**config.mk**
```make
export PLATFORM = sky130hd
export DESIGN_NAME = page_track
export DESIGN_NICKNAME = d
export VERILOG_FILES = /design/src/rtl/page_track_pkg.sv /design/src/rtl/page_track_key.sv /design/src/rtl/page_track_dimm.sv /design/src/rtl/page_track.sv
export SDC_FILE = /design/constraint.sdc
export NUM_CORES = 2
export LEC_CHECK = 0
export BUFFER_PORTS_ARGS = -buffer_cell sky130_fd_sc_hd__buf_2
export CAP_MARGIN = 15
export CORE_MARGIN = 3
export CORE_UTILIZATION = 65
export DETAILED_ROUTE_END_ITERATION = 6
export PLACE_DENSITY = 0.89
export SLEW_MARGIN = 0
export SYNTH_ARGS = -nofsm -noshare
export SYNTH_HDL_FRONTEND = slang
export SYNTH_SLANG_ARGS = --single-unit
```
**constraint.sdc**
```tcl
create_clock -name clk -period 9.2 [get_ports clk]
set_input_delay 1.84 -clock clk [delete_from_list [all_inputs] [get_ports clk]]
set_output_delay 1.84 -clock clk [all_outputs]
set_load 0.05 [all_outputs]
```
**src/rtl/page_track_pkg.sv**
```systemverilog
package page_track_pkg;

    // Classification codes reported on rsp_class
    typedef enum logic [1:0] {
        PC_HIT      = 2'd0,
        PC_EMPTY    = 2'd1,
        PC_CONFLICT = 2'd2
    } page_class_e;

    // Smallest page is 2 KB
    localparam int unsigned MIN_PAGE_SHIFT = 11;

endpackage

```
**src/rtl/page_track_key.sv**
```systemverilog
module page_track_key #(
    parameter int ADDR_W = 32
) (
    input  logic [1:0]        size_code,
    input  logic [ADDR_W-1:0] addr,
    output logic [ADDR_W-1:0] key
);
    // Page number: drop the in-page offset for the selected size
    assign key = addr >> (5'(page_track_pkg::MIN_PAGE_SHIFT) + 5'(size_code));
endmodule

```
**src/rtl/page_track_dimm.sv**
```systemverilog
module page_track_dimm #(
    parameter int ROWS_PER = 2,
    parameter int BANKS    = 4,
    parameter int LIMIT    = 8,
    parameter int ADDR_W   = 32,
    localparam int SLOTS   = ROWS_PER * BANKS,
    localparam int SLOT_W  = $clog2(SLOTS),
    localparam int LROW_W  = (ROWS_PER > 1) ? $clog2(ROWS_PER) : 1,
    localparam int CNT_W   = $clog2(SLOTS + 1)
) (
    input  logic              clk,
    input  logic              rst_n,
    input  logic              pall_en,
    input  logic [LROW_W-1:0] pall_lrow,
    input  logic              close_en,
    input  logic [SLOT_W-1:0] close_slot,
    input  logic              open_en,
    input  logic [SLOT_W-1:0] open_slot,
    input  logic [ADDR_W-1:0] open_key,
    input  logic [SLOT_W-1:0] lk_slot,
    output logic              lk_valid,
    output logic [ADDR_W-1:0] lk_key,
    output logic              evict_valid,
    output logic [SLOT_W-1:0] evict_slot,
    output logic [CNT_W-1:0]  occupancy
);
    logic [SLOTS-1:0]  vld_q, vld_d, rm, ins;
    logic [SLOT_W-1:0] rank_q [SLOTS];
    logic [SLOT_W-1:0] rank_d [SLOTS];
    logic [ADDR_W-1:0] key_q  [SLOTS];
    logic [ADDR_W-1:0] key_d  [SLOTS];
    logic [CNT_W-1:0]  keep_cnt;

    assign lk_valid = vld_q[lk_slot];
    assign lk_key   = key_q[lk_slot];

    // Occupancy and oldest entry (age rank 0)
    always_comb begin
        occupancy  = '0;
        evict_slot = '0;
        for (int i = 0; i < SLOTS; i++) begin
            occupancy = occupancy + CNT_W'(vld_q[i]);
            if (vld_q[i] && rank_q[i] == '0) evict_slot = SLOT_W'(i);
        end
    end

    // One notification per cycle: removal mask plus optional insert
    always_comb begin
        rm          = '0;
        ins         = '0;
        evict_valid = 1'b0;
        if (pall_en) begin
            for (int b = 0; b < BANKS; b++) begin
                rm[SLOT_W'(int'(pall_lrow) * BANKS + b)] = vld_q[SLOT_W'(int'(pall_lrow) * BANKS + b)];
            end
        end else if (close_en) begin
            rm[close_slot] = vld_q[close_slot];
        end else if (open_en) begin
            ins[open_slot] = 1'b1;
            if (vld_q[open_slot]) begin
                rm[open_slot] = 1'b1;
            end else if (int'(occupancy) >= LIMIT) begin
                rm[evict_slot] = 1'b1;
                evict_valid    = 1'b1;
            end
        end
    end

    // Compact age ranks around removed entries, append insert as youngest
    always_comb begin
        keep_cnt = '0;
        for (int i = 0; i < SLOTS; i++) begin
            keep_cnt = keep_cnt + CNT_W'(vld_q[i] & ~rm[i]);
        end
        for (int i = 0; i < SLOTS; i++) begin
            logic [SLOT_W-1:0] drop;
            drop = '0;
            for (int j = 0; j < SLOTS; j++) begin
                if (rm[j] && rank_q[j] < rank_q[i]) drop = drop + SLOT_W'(1);
            end
            vld_d[i]  = (vld_q[i] & ~rm[i]) | ins[i];
            rank_d[i] = rank_q[i] - drop;
            key_d[i]  = key_q[i];
            if (ins[i]) begin
                rank_d[i] = SLOT_W'(keep_cnt);
                key_d[i]  = open_key;
            end
        end
    end

    always_ff @(posedge clk) begin
        if (!rst_n) begin
            vld_q <= '0;
            for (int i = 0; i < SLOTS; i++) begin
                rank_q[i] <= '0;
                key_q[i]  <= '0;
            end
        end else begin
            vld_q <= vld_d;
            for (int i = 0; i < SLOTS; i++) begin
                rank_q[i] <= rank_d[i];
                key_q[i]  <= key_d[i];
            end
        end
    end
endmodule

```
**src/rtl/page_track.sv**
```systemverilog
module page_track #(
    parameter int NUM_ROWS   = 6,
    parameter int BANKS      = 4,
    parameter int DIMM_LIMIT = 8,
    parameter int ADDR_W     = 32,
    localparam int ROW_W     = $clog2(NUM_ROWS),
    localparam int BANK_W    = $clog2(BANKS),
    localparam int DIM_W     = ROW_W - 1,
    localparam int NUM_DIMMS = NUM_ROWS / 2,
    localparam int SLOT_W    = 1 + BANK_W,
    localparam int CNT_W     = $clog2(2 * BANKS + 1)
) (
    input  logic                  clk,
    input  logic                  rst_n,
    input  logic [2*NUM_ROWS-1:0] row_page_size,
    input  logic                  req_valid,
    input  logic [ROW_W-1:0]      req_row,
    input  logic [BANK_W-1:0]     req_bank,
    input  logic [ADDR_W-1:0]     req_addr,
    output logic                  rsp_valid,
    output logic [1:0]            rsp_class,
    input  logic                  open_valid,
    input  logic [ROW_W-1:0]      open_row,
    input  logic [BANK_W-1:0]     open_bank,
    input  logic [ADDR_W-1:0]     open_addr,
    input  logic                  close_valid,
    input  logic [ROW_W-1:0]      close_row,
    input  logic [BANK_W-1:0]     close_bank,
    input  logic                  pall_valid,
    input  logic [ROW_W-1:0]      pall_row,
    output logic                  close_req_valid,
    output logic [ROW_W-1:0]      close_req_row,
    output logic [BANK_W-1:0]     close_req_bank
);
    import page_track_pkg::*;

    logic [1:0]        req_size, open_size;
    logic [ADDR_W-1:0] req_key, open_key;
    page_class_e       lk_cls;

    logic                                lk_vld  [NUM_DIMMS];
    logic [ADDR_W-1:0]                   lk_key  [NUM_DIMMS];
    logic                                ev_vld  [NUM_DIMMS];
    logic [SLOT_W-1:0]                   ev_slot [NUM_DIMMS];
    logic [NUM_DIMMS-1:0][CNT_W-1:0]     dimm_occ;

    // Per-row page size lookup
    always_comb begin
        req_size  = 2'd0;
        open_size = 2'd0;
        for (int i = 0; i < NUM_ROWS; i++) begin
            if (req_row  == ROW_W'(i)) req_size  = row_page_size[2*i +: 2];
            if (open_row == ROW_W'(i)) open_size = row_page_size[2*i +: 2];
        end
    end

    page_track_key #(.ADDR_W(ADDR_W)) u_req_key (
        .size_code(req_size), .addr(req_addr), .key(req_key)
    );
    page_track_key #(.ADDR_W(ADDR_W)) u_open_key (
        .size_code(open_size), .addr(open_addr), .key(open_key)
    );

    for (genvar d = 0; d < NUM_DIMMS; d++) begin : g_dimm
        page_track_dimm #(
            .ROWS_PER(2), .BANKS(BANKS), .LIMIT(DIMM_LIMIT), .ADDR_W(ADDR_W)
        ) u_dimm (
            .clk         (clk),
            .rst_n       (rst_n),
            .pall_en     (pall_valid && pall_row[ROW_W-1:1] == DIM_W'(d)),
            .pall_lrow   (pall_row[0]),
            .close_en    (!pall_valid && close_valid && close_row[ROW_W-1:1] == DIM_W'(d)),
            .close_slot  ({close_row[0], close_bank}),
            .open_en     (!pall_valid && !close_valid && open_valid &&
                          open_row[ROW_W-1:1] == DIM_W'(d)),
            .open_slot   ({open_row[0], open_bank}),
            .open_key    (open_key),
            .lk_slot     ({req_row[0], req_bank}),
            .lk_valid    (lk_vld[d]),
            .lk_key      (lk_key[d]),
            .evict_valid (ev_vld[d]),
            .evict_slot  (ev_slot[d]),
            .occupancy   (dimm_occ[d])
        );
    end

    // Classify against the current table
    always_comb begin
        lk_cls = PC_EMPTY;
        for (int d = 0; d < NUM_DIMMS; d++) begin
            if (req_row[ROW_W-1:1] == DIM_W'(d) && lk_vld[d]) begin
                lk_cls = (lk_key[d] == req_key) ? PC_HIT : PC_CONFLICT;
            end
        end
    end

    always_ff @(posedge clk) begin
        if (!rst_n) begin
            rsp_valid       <= 1'b0;
            rsp_class       <= PC_EMPTY;
            close_req_valid <= 1'b0;
            close_req_row   <= '0;
            close_req_bank  <= '0;
        end else begin
            rsp_valid       <= req_valid;
            rsp_class       <= lk_cls;
            close_req_valid <= 1'b0;
            for (int d = 0; d < NUM_DIMMS; d++) begin
                if (ev_vld[d]) begin
                    close_req_valid <= 1'b1;
                    close_req_row   <= {DIM_W'(d), ev_slot[d][SLOT_W-1]};
                    close_req_bank  <= ev_slot[d][BANK_W-1:0];
                end
            end
        end
    end
endmodule

```
Word level (Yosys, flattened, before mapping)
Memories as Yosys holds them, arrays and structs flattened.
Index checks and enable logic that the tools add are counted.
{ "classes": {"n_addsub": 239, "magnitude_cmp": 214, "n_eq_ne": 45, "n_shift": 2, "n_mux": 455, "bitwise_logic": 175, "n_reduce_logical": 293} }
{ "op_table": {"columns": ["operator", "count"], "rows": [
  ["$mux W32", 48],
  ["$mux W3", 231],
  ["$lt A3 B3 Y1", 192],
  ["$add A3 B1 Y3 const B", 145],
  ["$logic_and A1 B1 Y1", 237],
  ["$mux W8", 24],
  ["$eq A32 B32 Y1", 3],
  ["$mux W1", 89],
  ["$add A4 B1 Y4", 18],
  ["$and A1 B3 Y3", 24],
  ["$bwmux W8", 9],
  ["$not A1 Y3", 24],
  ["$or A1 B1 Y1", 72],
  ["$sub A3 B3 Y3", 24],
  ["$logic_not A3 Y1", 23],
  ["$shr A32 B5 Y32", 2],
  ["$add A3 B3 Y3", 21],
  ["$bmux W1 S3", 18],
  ["$mux W2", 27],
  ["$add A1 B1 Y2 const B", 24],
  ["$reduce_and A2 Y1", 24],
  ["$ge A3 B1 Y1 const B", 9],
  ["$not A1 Y1", 25],
  ["$and A1 B1 Y1", 24],
  ["other kinds (21)", 86]
]} }
{ "word_totals": {"register_bits": 33, "ramBits": 840, "input_bits": 100, "word_cells": 1438, "mem_count": 6} }
{ "mem_list": {"columns": ["memory", "words", "word_bits", "read_ports", "rd_clocked_by_memory_dff", "write_ports", "line", "rtl"], "rows": [
  ["g_dimm[0].u_dimm.key_q", 8, 32, 1, 0, 8, "page_track_dimm.sv:30", "logic [ADDR_W-1:0] key_q [SLOTS];"],
  ["g_dimm[1].u_dimm.key_q", 8, 32, 1, 0, 8, "page_track_dimm.sv:30", null],
  ["g_dimm[2].u_dimm.key_q", 8, 32, 1, 0, 8, "page_track_dimm.sv:30", null],
  ["g_dimm[0].u_dimm.rank_q", 8, 3, 8, 0, 8, "page_track_dimm.sv:28", "logic [SLOT_W-1:0] rank_q [SLOTS];"],
  ["g_dimm[1].u_dimm.rank_q", 8, 3, 8, 0, 8, "page_track_dimm.sv:28", null],
  ["g_dimm[2].u_dimm.rank_q", 8, 3, 8, 0, 8, "page_track_dimm.sv:28", null]
]} }

Longest topological paths before layout
An unclocked memory read counts as a cell.
{ "depth": {"ltp_word": 38, "depth_mapped": 34, "ltp_nobuf": 34} }

Modules after synthesis
A second synthesis with hierarchy kept.
{ "hier_totals": {"cells_unflattened": 5229, "hier_area_um2": 58648.7} }
{ "by_module_without_submodules": {"columns": ["mod", "instances", "cells_per_inst", "area_each_um2", "seq_area_each_um2"], "rows": [
  ["page_track_dimm (g_dimm[0].u_dimm)", 1, 1751, 19218.4, 8328.0],
  ["page_track_dimm (g_dimm[1].u_dimm)", 1, 1610, 18485.2, 8328.0],
  ["page_track_dimm (g_dimm[2].u_dimm)", 1, 1553, 18126.1, 8328.0],
  ["page_track", 1, 205, 1712.9, 180.2],
  ["page_track_key", 2, 55, 553.0, 0.0]
]} }

Least setup slack after synthesis
No wires, ideal clock.
{ "synth_timing": {"path_kind": "input port to flip-flop", "from": "input port close_bank[1]", "to": "memory g_dimm[2].u_dimm.rank_q[3][5] (netlist name)", "setup_time_ns": 0.080, "arrival_ns": 7.721, "path_slack_ns": 1.400, "stages": 26, "path_cell_list": "clkbuf_1 > mux2_2 > a221oi_1 > nor2_1 > nor2_1 > nor2_1 > a222oi_1 > a311o_1 > inv_1 > ha_1 > a211oi_1 > or4b_1 > nand4_1 > xor2_1 > ha_1 > nor2_1 > a21oi_1 > ha_1 > nand2_1 > nand2_1 > o22ai_1 > fa_1 > xnor2_1 > xnor3_1 > or3_1 > o211ai_1"} }
{ "synth_rtl": {"columns": ["item", "line", "rtl"], "rows": [
  ["from (decl)", "page_track.sv:28", "input logic [BANK_W-1:0] close_bank,"],
  ["to (decl)", "page_track_dimm.sv:28", null]
]} }

==> impl_metrics.ini <==
[synth]
syn-num-nets = 5142
synth_area_leader_cell = edfxtp_1
ys_ff_latch = 609
ys.flop_type = edfxtp_1
yosys-top-cells-area = edfxtp_1 33%, ha_1 13%, mux4_2 6.6%, nor2_1 4.8%, dfxtp_1 4.5%
synthCells = 4522
synth_cell_types = 101
synth-seq-area-share = 0.373
synth_top_area_frac = 0.327
syn_area_per_cell_um2 = 10.2
synth_area_um2 = 46300
ys_warn_count = 0
async_reset_ff_frac = 0
synth_edf_count = 504

[worst_setup_path]
arrival_ns = 8.63
r2r_end = g_dimm[2].u_dimm.rank_q[2][5]
cp_max_fo = 8
reg2reg_depth = 32
crit_top_cell = ha_1
required_ns = 9.71
startpoint_type = register
worst_path_max_delay_cell = or4_1
worstSetupEndpointType = register
r2r-start = g_dimm[2].u_dimm.vld_q[1]
slowest_delay_ns = 0.54
r2r_setup_slack_ns = 1.08
path_class = register to register

[clock_network]
cts.sinks = 609
cts_max_path_buffers = 3
root_buffer = clkbuf_16
postCtsSetupRepairBufs = 0
cts_made_buffers = 67
clk-insertion-delay-late_ns = 0.64
clkTransAtPathRegs_ns = 0.06
tritoncts = built
cts_resized = 0
postCtsHoldBufs = 0
htree_levels = 3

[min_path]
hold_path_class = register to register
min_from = close_req_row[2]
min_path_cells = 2
min_to = close_req_row[2]

[layout]
drive_gt1_frac = 0.114
final_util = 0.714
fill_cells = 4644
syn_to_final_growth_pct = 8.39
final_cell_area_um2 = 50100
nets = 5200

[drt]
routed_wirelength_mm = 157
drt_iter0_markers = 7000
ant_nets = 0
via_per_inst = 7.19
drt-pass1-iter-count = 7
wl_per_cell_um = 28.2
dr_total_vias = 40100
drc_errors = 137

[timing]
max-slew-margin-rel = 0.157
final_hold_viol_count = 0
finalCritPeriodShare = 0.882
drv_slew = 0
tightest_slew_ns = 1.26
max_freq_mhz = 123
clock_skew_ns = 0.0229
rsz0062_at_grt = false
setup_violations = 0
min_period_ns = 8.12
fin_tns_setup_ns = 0

[placement]
port_buffers = 86
hpwl_mm = 105
placed_cell_area_um2 = 47900
gp_congestion = 1.05

[pwr]
power.leakage_nw = 19.9
p_int_mw = 5.57
seq_power_share = 0.402
peakVddDrop_uv = 141
sw_frac_of_total = 0.334
power_density_nw_per_um2 = 167
finalPower_mw = 8.37
combPwrFrac = 0.269
power_frac_clock = 0.329
p_switching_mw = 2.79

[status]
outcome = finished with violations
violations = design-rule violations

[die]
dieArea_um2 = 74400
start_util = 0.658
row_count = 97
die_width_um = 273
ios = 109
core_um2 = 70300
die_h_um = 273

[global_routing]
antenna_found_initial = 12
grt_pass1_vias = 39100
grt_first_pass_wirelength_mm = 233
grt_max_degree = 93
overflow = 0
grt_use_total = 0.415

[run]
cap_violations = 0
kinds of logic (layout without fill, tap and decap cells):
group / Yosys count / in the layout / share of synthesized area
other: 0 / 9 / 0
muxes: 356 / 356 / 0.115
xor gates and xnor gates: 271 / 271 / 0.0529
adders and majority gates: 520 / 520 / 0.148
AOI/OAI and AO/OA: 817 / 817 / 0.121
and+or+nand+nor: 1428 / 1428 / 0.148
buffers and inverters: 521 / 628 / 0.0431
DFF: 609 / 609 / 0.373
flip-flops by register name, indices dropped and copies added (netlist names):
name,flops
close_req_bank,2
close_req_row,3
close_req_valid,1
g_dimm.u_dimm.key_q,504
g_dimm.u_dimm.rank_q,72
g_dimm.u_dimm.vld_q,24
rsp_class,2
rsp_valid,1
final cells by class:
class / instances / area [um2] / share of cell area
Antenna cell: 9 / 22.5 / 0.000449
Clock buffer: 86 / 1790 / 0.0357
Clock inverter: 32 / 380 / 0.00759
Inverter: 325 / 1220 / 0.0243
Multi-Input combinational cell: 3392 / 27100 / 0.540
Sequential cell: 609 / 17200 / 0.344
Tap cell: 940 / 1180 / 0.0235
Timing Repair Buffer: 185 / 1270 / 0.0253
cells in the mapped netlist, drive strengths merged (23+ instances only):
library cell  number
nand3            130
mux2              53
ha               475
xnor2            168
dfxtp            105
a21oi            169
mux2i            168
fa                45
nor2b             78
o211ai            35
a22oi             37
o21ai            168
nand2b            62
buf               48
nand2            288
nor3              50
inv              324
nor2             591
mux4             135
clkbuf           148
xor2              99
edfxtp           504
a31oi             30
a211oi            59
a21o              53
or2               23
and3              36
worst max-delay path by stage:
stage                         startpoint                       endpoint  cells past startpoint
4_1_cts        g_dimm[2].u_dimm.vld_q[1]  g_dimm[2].u_dimm.rank_q[2][5]                     32
3_3_place_gp               close_bank[1]  g_dimm[2].u_dimm.rank_q[3][5]                     27
2_1_floorplan              close_bank[1]  g_dimm[2].u_dimm.rank_q[3][5]                     26
3_5_place_dp               close_bank[1]  g_dimm[2].u_dimm.rank_q[3][5]                     27
6_report       g_dimm[2].u_dimm.vld_q[1]  g_dimm[2].u_dimm.rank_q[2][5]                     32
5_1_grt        g_dimm[2].u_dimm.vld_q[1]  g_dimm[2].u_dimm.rank_q[3][5]                     31
power by group through the flow:
stage | Combinational, mW | Clock [mW] | Sequential, mW
after floorplan | 1.51 | 0 | 3.32
after global placement | 2.00 | 0 | 3.37
after detailed placement | 2.10 | 0 | 3.39
after CTS | 2.14 | 2.73 | 3.35
after global routing | 2.42 | 2.82 | 3.37
final | 2.25 | 2.76 | 3.36
layout by cell type, fill, tap and decap left out, types with 22 or more instances in the layout:
cell       instances
a21oi_1          169
buf_2             84
nor2_1           588
clkbuf_16         68
xnor2_1          167
mux2_2            52
nand3_1          130
nand2b_1          62
dfxtp_1          105
inv_1            322
nor2b_1           78
ha_1             475
nand4_1           22
buf_4             94
mux4_2           135
nor3_1            48
o21ai_0          153
mux2i_1          168
and3_1            36
a21o_1            53
nand2_1          288
a31oi_1           30
fa_1              45
a22oi_1           37
edfxtp_1         504
xor2_1            98
a211oi_1          59
o211ai_1          33
stage by stage:
| step | hold slack [ns] | setup slack [ns] | cells |
|---|---|---|---|
| floorplan | 0.509 | 1.40 | 4522 |
| global placement | 0.538 | 1.03 | 5447 |
| detailed placement | 0.538 | 0.848 | 5447 |
| CTS | 0.551 | 1.21 | 5565 |
| global route | 0.576 | 0.605 | 5573 |
| finish | 0.583 | 1.08 | 5578 |
critical path, delay by kind of cell (launching register included):
kind                     cells  cell delay (ns)
multiplexers                 3             0.64
XOR/XNOR                     2             0.42
AO/OA/AOI/OAI                7             1.39
AND/OR/NAND/NOR              7             1.27
buffers and inverters        3             0.41
flip-flops                   1             0.52
adder cells (fa/ha/maj)     10             3.34
layer usage:
metal	track usage	up-vias	routed length (um)
met5	0.000658	-	52
met4	0.259	8	11900
met3	0.151	939	26200
met2	0.623	3698	66900
met1	0.510	18700	52000
li1	-	16700	-
Power figures use the tool's default switching activity.
